**config.mk**
```make
export PLATFORM = sky130hd
export DESIGN_NAME = intc_prio_ctrl
export DESIGN_NICKNAME = d
export VERILOG_FILES = /design/src/rtl/intc_pkg.sv /design/src/rtl/intc_control.sv /design/src/rtl/intc_datapath.sv /design/src/rtl/intc_prio_ctrl.sv
export SDC_FILE = /design/constraint.sdc
export NUM_CORES = 1
export LEC_CHECK = 0
export CORE_MARGIN = 8
export CORE_UTILIZATION = 35
export DETAILED_ROUTE_END_ITERATION = 12
export DONT_BUFFER_PORTS = 1
export PLACE_DENSITY = 0.58
export SETUP_SLACK_MARGIN = 0.2
export SLEW_MARGIN = 10
export SYNTH_ARGS = -nofsm -noshare
export SYNTH_HDL_FRONTEND = slang
export SYNTH_SLANG_ARGS = --single-unit
export TNS_END_PERCENT = 5
```
**constraint.sdc**
```tcl
create_clock -name clk -period 58.7 [get_ports clk]
set_input_delay 11.74 -clock clk [delete_from_list [all_inputs] [get_ports clk]]
set_output_delay 11.74 -clock clk [all_outputs]
set_load 0.05 [all_outputs]
```
**src/rtl/intc_pkg.sv**
```systemverilog
package intc_pkg;

  typedef enum logic [2:0] {
    RD_NONE,
    RD_PRIO,
    RD_PEND,
    RD_EN,
    RD_THR,
    RD_CLAIM
  } rdSel_e;

  typedef struct packed {
    logic   wrPrio;
    logic   wrEnable;
    logic   wrThresh;
    logic   wrComplete;
    logic   rdClaim;
    rdSel_e rdSel;
  } ctrlStrobes_t;

endpackage

```
**src/rtl/intc_control.sv**
```systemverilog
module intc_control
  import intc_pkg::*;
#(
  parameter int NUM_SRC = 32,
  parameter int ADDR_W  = 22,
  parameter int ID_W    = 5
) (
  input  logic              busWrEn,
  input  logic              busRdEn,
  input  logic [ADDR_W-1:0] busAddr,
  output ctrlStrobes_t      strb,
  output logic [ID_W-1:0]   prioIdx
);

  localparam logic [ADDR_W-1:0] PRIO_SPAN = ADDR_W'(NUM_SRC * 4);
  localparam logic [ADDR_W-1:0] OFF_PEND  = ADDR_W'('h1000);
  localparam logic [ADDR_W-1:0] OFF_EN    = ADDR_W'('h2000);
  localparam logic [ADDR_W-1:0] OFF_THR   = ADDR_W'('h200000);
  localparam logic [ADDR_W-1:0] OFF_CLAIM = ADDR_W'('h200004);

  logic hitPrio, hitPend, hitEn, hitThr, hitClaim;

  always_comb begin
    hitPrio  = (busAddr < PRIO_SPAN) && (busAddr[1:0] == 2'b00);
    hitPend  = (busAddr == OFF_PEND);
    hitEn    = (busAddr == OFF_EN);
    hitThr   = (busAddr == OFF_THR);
    hitClaim = (busAddr == OFF_CLAIM);
  end

  always_comb begin
    strb            = '0;
    strb.rdSel      = RD_NONE;
    strb.wrPrio     = busWrEn && hitPrio;
    strb.wrEnable   = busWrEn && hitEn;
    strb.wrThresh   = busWrEn && hitThr;
    strb.wrComplete = busWrEn && hitClaim;
    strb.rdClaim    = busRdEn && hitClaim;
    if (busRdEn) begin
      if (hitPrio)       strb.rdSel = RD_PRIO;
      else if (hitPend)  strb.rdSel = RD_PEND;
      else if (hitEn)    strb.rdSel = RD_EN;
      else if (hitThr)   strb.rdSel = RD_THR;
      else if (hitClaim) strb.rdSel = RD_CLAIM;
    end
  end

  assign prioIdx = busAddr[ID_W+1:2];

endmodule

```
**src/rtl/intc_datapath.sv**
```systemverilog
module intc_datapath
  import intc_pkg::*;
#(
  parameter int NUM_SRC = 32,
  parameter int PRIO_W  = 3,
  parameter int DATA_W  = 32,
  parameter int ID_W    = 5
) (
  input  logic               clk,
  input  logic               rstN,
  input  ctrlStrobes_t       strb,
  input  logic [ID_W-1:0]    prioIdx,
  input  logic [DATA_W-1:0]  wrData,
  input  logic [NUM_SRC-1:0] srcLevel,
  output logic [DATA_W-1:0]  rdData,
  output logic               irqReq,
  output logic [NUM_SRC-1:0] pendVec,
  output logic [NUM_SRC-1:0] svcVec
);

  logic [PRIO_W-1:0]  prioQ [NUM_SRC];
  logic [NUM_SRC-1:0] enVec;
  logic [NUM_SRC-1:0] eligVec;
  logic [PRIO_W-1:0]  thrQ;
  logic [ID_W-1:0]    winId;
  logic [PRIO_W-1:0]  winPrio;
  logic [ID_W-1:0]    cmplId;
  logic               cmplValid;

  assign cmplId    = wrData[ID_W-1:0];
  assign cmplValid = strb.wrComplete && (wrData[DATA_W-1:ID_W] == '0);

  always_ff @(posedge clk or negedge rstN) begin
    if (!rstN)              thrQ <= '0;
    else if (strb.wrThresh) thrQ <= wrData[PRIO_W-1:0];
  end

  for (genvar n = 0; n < NUM_SRC; n++) begin : g_src
    if (n == 0) begin : g_null
      assign prioQ[n]   = '0;
      assign enVec[n]   = 1'b0;
      assign pendVec[n] = 1'b0;
      assign svcVec[n]  = 1'b0;
      assign eligVec[n] = 1'b0;
    end else begin : g_live
      logic [PRIO_W-1:0] prioBit;
      logic enBit, pendBit, svcBit;
      logic claimHit, cmplHit;

      assign claimHit = strb.rdClaim && (winId == ID_W'(n));
      assign cmplHit  = cmplValid && (cmplId == ID_W'(n)) && enBit;

      always_ff @(posedge clk or negedge rstN) begin
        if (!rstN) begin
          prioBit <= '0;
          enBit   <= 1'b0;
          pendBit <= 1'b0;
          svcBit  <= 1'b0;
        end else begin
          if (strb.wrPrio && prioIdx == ID_W'(n)) prioBit <= wrData[PRIO_W-1:0];
          if (strb.wrEnable) enBit <= wrData[n];
          if (claimHit)                       pendBit <= 1'b0;
          else if (srcLevel[n] && !svcBit)    pendBit <= 1'b1;
          if (claimHit)     svcBit <= 1'b1;
          else if (cmplHit) svcBit <= 1'b0;
        end
      end

      assign prioQ[n]   = prioBit;
      assign enVec[n]   = enBit;
      assign pendVec[n] = pendBit;
      assign svcVec[n]  = svcBit;
      assign eligVec[n] = pendBit && enBit && (prioBit > thrQ);
    end
  end

  // Strict greater-than keeps the lowest number among equal priorities.
  always_comb begin
    winId   = '0;
    winPrio = '0;
    for (int n = 1; n < NUM_SRC; n++) begin
      if (eligVec[n] && prioQ[n] > winPrio) begin
        winId   = ID_W'(n);
        winPrio = prioQ[n];
      end
    end
  end

  assign irqReq = |eligVec;

  always_comb begin
    rdData = '0;
    case (strb.rdSel)
      RD_PRIO:  rdData = DATA_W'(prioQ[prioIdx]);
      RD_PEND:  rdData = DATA_W'(pendVec);
      RD_EN:    rdData = DATA_W'(enVec);
      RD_THR:   rdData = DATA_W'(thrQ);
      RD_CLAIM: rdData = DATA_W'(winId);
      default:  rdData = '0;
    endcase
  end

endmodule

```
**src/rtl/intc_prio_ctrl.sv**
```systemverilog
module intc_prio_ctrl
  import intc_pkg::*;
#(
  parameter int NUM_SRC = 32,
  parameter int PRIO_W  = 3,
  parameter int ADDR_W  = 22,
  parameter int DATA_W  = 32
) (
  input  logic               clk,
  input  logic               rstN,
  input  logic               busWrEn,
  input  logic               busRdEn,
  input  logic [ADDR_W-1:0]  busAddr,
  input  logic [DATA_W-1:0]  busWrData,
  output logic [DATA_W-1:0]  busRdData,
  input  logic [NUM_SRC-1:0] srcLevel,
  output logic               irqReq
);

  localparam int ID_W = $clog2(NUM_SRC);

  ctrlStrobes_t       strb;
  logic [ID_W-1:0]    prioIdx;
  logic [NUM_SRC-1:0] pendVec;
  logic [NUM_SRC-1:0] svcVec;

  intc_control #(
    .NUM_SRC(NUM_SRC), .ADDR_W(ADDR_W), .ID_W(ID_W)
  ) u_ctrl (
    .busWrEn(busWrEn), .busRdEn(busRdEn), .busAddr(busAddr),
    .strb(strb), .prioIdx(prioIdx)
  );

  intc_datapath #(
    .NUM_SRC(NUM_SRC), .PRIO_W(PRIO_W), .DATA_W(DATA_W), .ID_W(ID_W)
  ) u_dp (
    .clk(clk), .rstN(rstN), .strb(strb), .prioIdx(prioIdx),
    .wrData(busWrData), .srcLevel(srcLevel), .rdData(busRdData),
    .irqReq(irqReq), .pendVec(pendVec), .svcVec(svcVec)
  );

endmodule

```
Word-level counts from Yosys, hierarchy flattened
Cells that the tools add are included.
{"block": "op_classes", "n_eq_ne": 102, "magnitude_cmp": 64, "reduce_logical": 351, "bitwise": 1, "muxes": 195}
{"operator": "1-bit logical AND", "count": 255}
{"operator": "5-bit == test, second input constant", "count": 48}
{"operator": "3-bit > comparator", "count": 61}
{"operator": "32-bit one-hot mux with 5 select lines", "count": 1}
{"operator": "3-bit two-way mux", "count": 42}
{"operator": "1-bit two-way mux", "count": 125}
{"operator": "2-bit nonzero test", "count": 62}
{"operator": "5-bit by 4-bit == test with 1-bit output, second input constant", "count": 24}
{"operator": "5-bit two-way mux", "count": 16}
{"operator": "5-bit by 3-bit == test with 1-bit output, second input constant", "count": 12}
{"operator": "22-bit == test, second input constant", "count": 2}
{"operator": "4-bit two-way mux", "count": 8}
{"operator": "1-bit zero test", "count": 31}
{"operator": "31-bit OR reduction", "count": 1}
{"operator": "5-bit by 2-bit == test with 1-bit output, second input constant", "count": 6}
{"operator": "27-bit zero test", "count": 1}
{"operator": "22-bit by 13-bit == test with 1-bit output, second input constant", "count": 1}
{"operator": "22-bit by 14-bit == test with 1-bit output, second input constant", "count": 1}
{"operator": "22-bit by 8-bit less-than comparator with 1-bit output, second input constant", "count": 1}
{"operator": "3-bit binary-select mux with 5-bit select", "count": 1}
{"operator": "5-bit by 1-bit == test with 1-bit output, second input constant", "count": 3}
{"operator": "3-bit by 2-bit == test with 1-bit output, second input constant", "count": 2}
{"operator": "3-bit == test, second input constant", "count": 2}
{"operator": "6-bit greater-or-equal comparator, second input constant", "count": 1}
{"operator": "5 further kinds", "count": 6}
{"block": "totals", "in_bits": 90, "wordCells": 838, "out_inout_bits": 33, "reg_bits": 189}

Depth between registers and ports, before layout
{"block": "depth", "ltp_word": 97, "depth_mapped": 228, "depth_no_buf": 225}

Hierarchy
A second synthesis with hierarchy kept.
{"block": "unflattened", "cells_unflattened": 1793, "hier_area_um2": 16289.4}
{"module": "intc_datapath", "seq_area_each_um2": 4729.5, "n_inst": 1, "cells_each": 1760, "area_per_inst_um2": 16069.2}
{"module": "intc_control", "seq_area_each_um2": 0.0, "n_inst": 1, "cells_each": 33, "area_per_inst_um2": 220.2}

Worst setup path after synthesis
No wires, ideal clock.
{"block": "synth_timing", "path_kind": "register to output", "startpoint": "register u_dp.thrQ[1]", "endpoint": "output port busRdData[2]", "t_arrival_ns": 40.089, "t_required_ns": 46.960, "path_stages_with_launch": 217, "setup_slack_ns": 6.871, "path_cell_list": "dfrtp_1 -> inv_1 -> ha_1 -> nor2b_1 -> o311a_1 -> and3_1 -> ha_1 -> and3_1 -> a21oi_2 -> nand4_1 -> o21a_4 -> ha_1 -> nor2b_1 -> o21a_1 -> o21ai_2 -> or2_1 -> a21o_1 -> ha_1 -> [... 181 more ...] -> a221oi_1 -> o21ai_1 -> clkbuf_1 -> mux2i_1 -> ha_1 -> a21o_1 -> a21oi_1 -> a311o_1 -> mux2_2 -> ha_1 -> a21o_1 -> a21oi_1 -> a311o_1 -> nand3_1 -> a31o_2 -> a31o_2 -> nor2b_1 -> o21ai_0"}
{"block": "synth_via", "elab_chain_cells": 95}
{"element": "start, declared", "line": "intc_datapath.sv:24", "text": "logic [PRIO_W-1:0] thrQ;"}
{"element": "start signal, assigned", "line": "intc_datapath.sv:35", "text": "else if (strb.wrThresh) thrQ <= wrData[PRIO_W-1:0];"}
{"element": "3-bit > comparator", "line": "intc_datapath.sv:73", "text": "assign eligVec[n] = pendBit && enBit && (prioBit > thrQ);"}
{"element": "1-bit logical AND", "line": "intc_datapath.sv:73"}
{"element": "1-bit logical AND", "line": "intc_datapath.sv:82", "text": "if (eligVec[n] && prioQ[n] > winPrio) begin"}
{"element": "3-bit two-way mux", "line": "intc_datapath.sv:82"}
{"element": "3-bit > comparator", "line": "intc_datapath.sv:82"}
{"element": "1-bit logical AND", "line": "intc_datapath.sv:82"}
{"element": "3-bit two-way mux", "line": "intc_datapath.sv:82"}
{"element": "3-bit > comparator", "line": "intc_datapath.sv:82"}
{"element": "[... 79 more ...]"}
{"element": "3-bit two-way mux", "line": "intc_datapath.sv:82"}
{"element": "3-bit > comparator", "line": "intc_datapath.sv:82"}
{"element": "1-bit logical AND", "line": "intc_datapath.sv:82"}
{"element": "3-bit two-way mux", "line": "intc_datapath.sv:82"}
{"element": "3-bit > comparator", "line": "intc_datapath.sv:82"}
{"element": "1-bit logical AND", "line": "intc_datapath.sv:82"}
{"element": "5-bit two-way mux (*)", "line": "intc_datapath.sv:82"}
{"element": "32-bit one-hot mux with 5 select lines (*)", "line": "intc_datapath.sv:93", "text": "case (strb.rdSel)"}
{"element": "end, declared", "line": "intc_prio_ctrl.sv:15", "text": "output logic [DATA_W-1:0] busRdData,"}
Mark *: on every way between the ends. The rest lies on a longest branch, timed or not.

Worst setup path after layout
{"block": "layout_timing", "startpoint": "register u_dp.thrQ[1]", "endpoint": "output port busRdData[1]"}
{"block": "layout_via", "elab_chain_cells": 95}
{"element": "3-bit > comparator", "line": "intc_datapath.sv:73"}
{"element": "1-bit logical AND", "line": "intc_datapath.sv:73"}
{"element": "1-bit logical AND", "line": "intc_datapath.sv:82"}
{"element": "3-bit two-way mux", "line": "intc_datapath.sv:82"}
{"element": "3-bit > comparator", "line": "intc_datapath.sv:82"}
{"element": "1-bit logical AND", "line": "intc_datapath.sv:82"}
{"element": "3-bit two-way mux", "line": "intc_datapath.sv:82"}
{"element": "3-bit > comparator", "line": "intc_datapath.sv:82"}
{"element": "[... 79 more ...]"}
{"element": "3-bit two-way mux", "line": "intc_datapath.sv:82"}
{"element": "3-bit > comparator", "line": "intc_datapath.sv:82"}
{"element": "1-bit logical AND", "line": "intc_datapath.sv:82"}
{"element": "3-bit two-way mux", "line": "intc_datapath.sv:82"}
{"element": "3-bit > comparator", "line": "intc_datapath.sv:82"}
{"element": "1-bit logical AND", "line": "intc_datapath.sv:82"}
{"element": "5-bit two-way mux", "line": "intc_datapath.sv:82"}
{"element": "32-bit one-hot mux with 5 select lines (*)", "line": "intc_datapath.sv:93"}
Marked as above.

==> results.cfg <==
[floorplan]
die_area_sq_um = 51800
die_w_microns = 228
fp.dieH_microns = 228
coreArea_sq_um = 44200
rows = 77
io_pins = 123
start_util_pct = 35.4

[sta]
setup_slack_ns = 2.81
layout_min_cycle_time_ns = 55.89
finClkSkew_ns = 0.0149
setup_viol = 0
max_freq_mhz = 17.9
worst_pin_slew_ns = 1.18
tns_ns = 0
period_share_pct = 95.2
finalHoldViolCount = 0
grt_setup_unrepaired = false
slew_viol_final = 0
max_slew_margin_pct = 20.9

[final_layout]
area_growth_pct = 9.09
final_common_cell = nand2_1
seq_area_sq_um = 4730
layout_common_cells = nand2_1, dfrtp_1, ha_1
multiInputGateArea_sq_um = 10600
fillCellCount = 4444
final_nets = 1976
drive_gt1_share_pct = 15.6

[synthesis]
syn_avg_cell_area_sq_um = 8.87
synth_fa_ha_area_share_pct = 11.3
syn-num-nets = 1989
synthArstFlopShare_pct = 100
synth_top_family_by_area = compound AO/OA/AOI/OAI gates
syn_inst = 1767
synth_ff_type = dfrtp_1
synth_warnings = 0
synth.distinct_cells = 111
synth_edf_count = 0
synthMuxAreaShare_pct = 12.2
yosys.area_share.simple_pct = 20.0
netlist_area_sq_um = 15700
synth_compound_area_share_pct = 22.7
synth-xor-area-share_pct = 0.0559
synth-seq-area-share_pct = 30.2
ys_ff_latch = 189

[drt]
viasPerCell = 5.99
route.detailed.drc = 0
routed_wl_microns = 55700
wl_per_cell_microns = 23.6
vias = 14200
drtPass1Iterations = 5
drt_iter0_markers = 1154
ant_nets = 0

[worst_setup_path]
crit_path_start_kind = flip-flop
cp_num_buf_inv = 5
r2r_slack_ns = 14.38
worstReg2RegStart = u_dp.thrQ[1]
critPathMaxFanout = 16
endpoint = busRdData[1]
critical_path.most_common_cell = ha_1
cpPeakStageDelay_ns = 0.93
r2r_end = u_dp.g_src[4].g_live.pendBit
crit_family = compound AO/OA/AOI/OAI gates
endpoint_kind = output port
critPathLaunch = u_dp.thrQ[1]
worstPathRequired_ns = 46.96
crit_cells = 212
r2r_cells = 215
arrival_ns = 44.15
crit_path_top_delay_cell = o21ai_1
critPathKind = flip-flop to output port

[global_route]
grt_max_degree = 190
antenna_found_initial = 6
gr-total-overflow = 0
grt_first_pass_wirelength_microns = 84800
grt_pass1_vias = 13800
grt_usage_pct = 21.3

[cts]
cts_tree = built
cts_hold_buf = 0
cts.sinks = 189
clk_pin_slew_worst_paths_ns = 0.08
cts_root_buffer = clkbuf_16
htree_levels = 4
cts_buffer_depth = 2
clk_latency_ns = 0.46
cts_made_buffers = 17

[flow_run]
drv_cap = 0

[power_and_ir_drop]
power_density_nw_per_um2 = 14.9
ir_worst_vdd_v = 0.0000154
leakagePower_nw = 7.50
total_power_w = 0.000255

[place]
dp_slack_ns = 1.62
gp_congestion = 0.913
post-dp-hpwl_microns = 41700
portBuffers = 0

[outcome]
outcome = complete, no violations

[min_path]
hp-class = flip-flop to flip-flop
[cell families after synthesis]
group | Yosys count
flops | 189
simple gates | 640
compound gates | 508
mux | 143
fa+ha+maj | 144
buf+inv | 142
xor+xnor | 1
[cell type report]
cell class | count | area share [%]
antenna | 5 | 0.0732
clock buffer | 17 | 2.49
clock inverter | 15 | 0.893
inverter | 91 | 2.00
multi-input combinational | 1436 | 61.7
sequential | 189 | 27.7
tap | 592 | 4.33
timing repair buffer | 19 | 0.834
[layer usage]
layer	up-vias	share of wire (%)	track usage, %
li1	6547	-	-
met3	81	8.1	4.98
met5	-	0.045	0
met4	4	2.5	6.13
met2	529	45	33.9
met1	7009	44	28.6
[metrics by stage]
step | std cells | utilization, % | hold slack (ns) | instance area (sq um)
floorplan | 1767 | - | 0.466 | 15700
global placement | 2320 | 36.9 | 0.486 | 16300
detailed placement | 2320 | 36.9 | 0.494 | 16300
CTS | 2352 | 38.2 | 0.512 | 16900
global route | 2361 | 38.7 | 0.536 | 17100
finish | 2364 | 38.7 | 0.514 | 17100
[report_power, final]
part	switching, W	total [W]	internal (W)
Combinational	0.00000247	0.00000483	0.00000236
Clock	0.0000628	0.000120	0.0000569
Sequential	0.00000000114	0.000130	0.000130
Total	0.0000653	0.000255	0.000189
[worst register-to-register path: cells and delay by family (launching register included)]
family          cells  cell delay, ns
compound gates     83           15.68
simple gates       78           12.77
fa+ha+maj          39           11.40
mux                10            3.43
buf+inv             5            0.48
flops               1            0.45
[synthesized netlist by cell type (18+ instances only)]
master / number / share of area (%)
a31oi_1: 20 / 0.80
inv_1: 90 / 2.2
o21a_1: 19 / 0.91
nand2_1: 246 / 5.9
o21ai_0: 123 / 3.9
mux2_2: 107 / 7.7
o22a_1: 26 / 1.5
nor4_1: 18 / 0.72
and2_1: 33 / 1.3
nand3_1: 50 / 1.6
mux4_2: 27 / 3.9
nor2b_1: 48 / 1.9
nor3_1: 21 / 0.67
o21ai_1: 25 / 0.80
clkbuf_1: 33 / 0.79
dfrtp_1: 189 / 30
ha_1: 132 / 11
a21o_1: 37 / 1.8
a21oi_1: 96 / 3.1
nor2_1: 119 / 2.8
a311oi_1: 23 / 1.3
[worst min path at each step]
stage | startpoint | endpoint | slack [ns] | cells past startpoint
5_1_grt | u_dp.g_src[28].g_live.pendBit | u_dp.g_src[28].g_live.pendBit | 0.54 | 1
3_5_place_dp | u_dp.g_src[30].g_live.svcBit | u_dp.g_src[30].g_live.svcBit | 0.49 | 2
2_1_floorplan | u_dp.g_src[2].g_live.svcBit | u_dp.g_src[2].g_live.svcBit | 0.47 | 2
3_3_place_gp | u_dp.g_src[30].g_live.svcBit | u_dp.g_src[30].g_live.svcBit | 0.49 | 2
4_1_cts | u_dp.g_src[30].g_live.svcBit | u_dp.g_src[30].g_live.svcBit | 0.51 | 2
6_report | u_dp.g_src[8].g_live.svcBit | u_dp.g_src[8].g_live.svcBit | 0.51 | 2
[flip-flops by register name, summed over array words and instances, names as in the netlist]
register                   cells
u_dp.g_src.g_live.prioBit     93
u_dp.thrQ                      3
u_dp.g_src.g_live.svcBit      31
u_dp.g_src.g_live.pendBit     31
u_dp.g_src.g_live.enBit       31
[timing repair]
item / in CTS / in global routing
gates resized for setup: 0 / 35
setup buffers: 0 / 7
endpoints found under the setup margin: 0 / 5
Note: power is estimated with default switching activity, not from simulation.
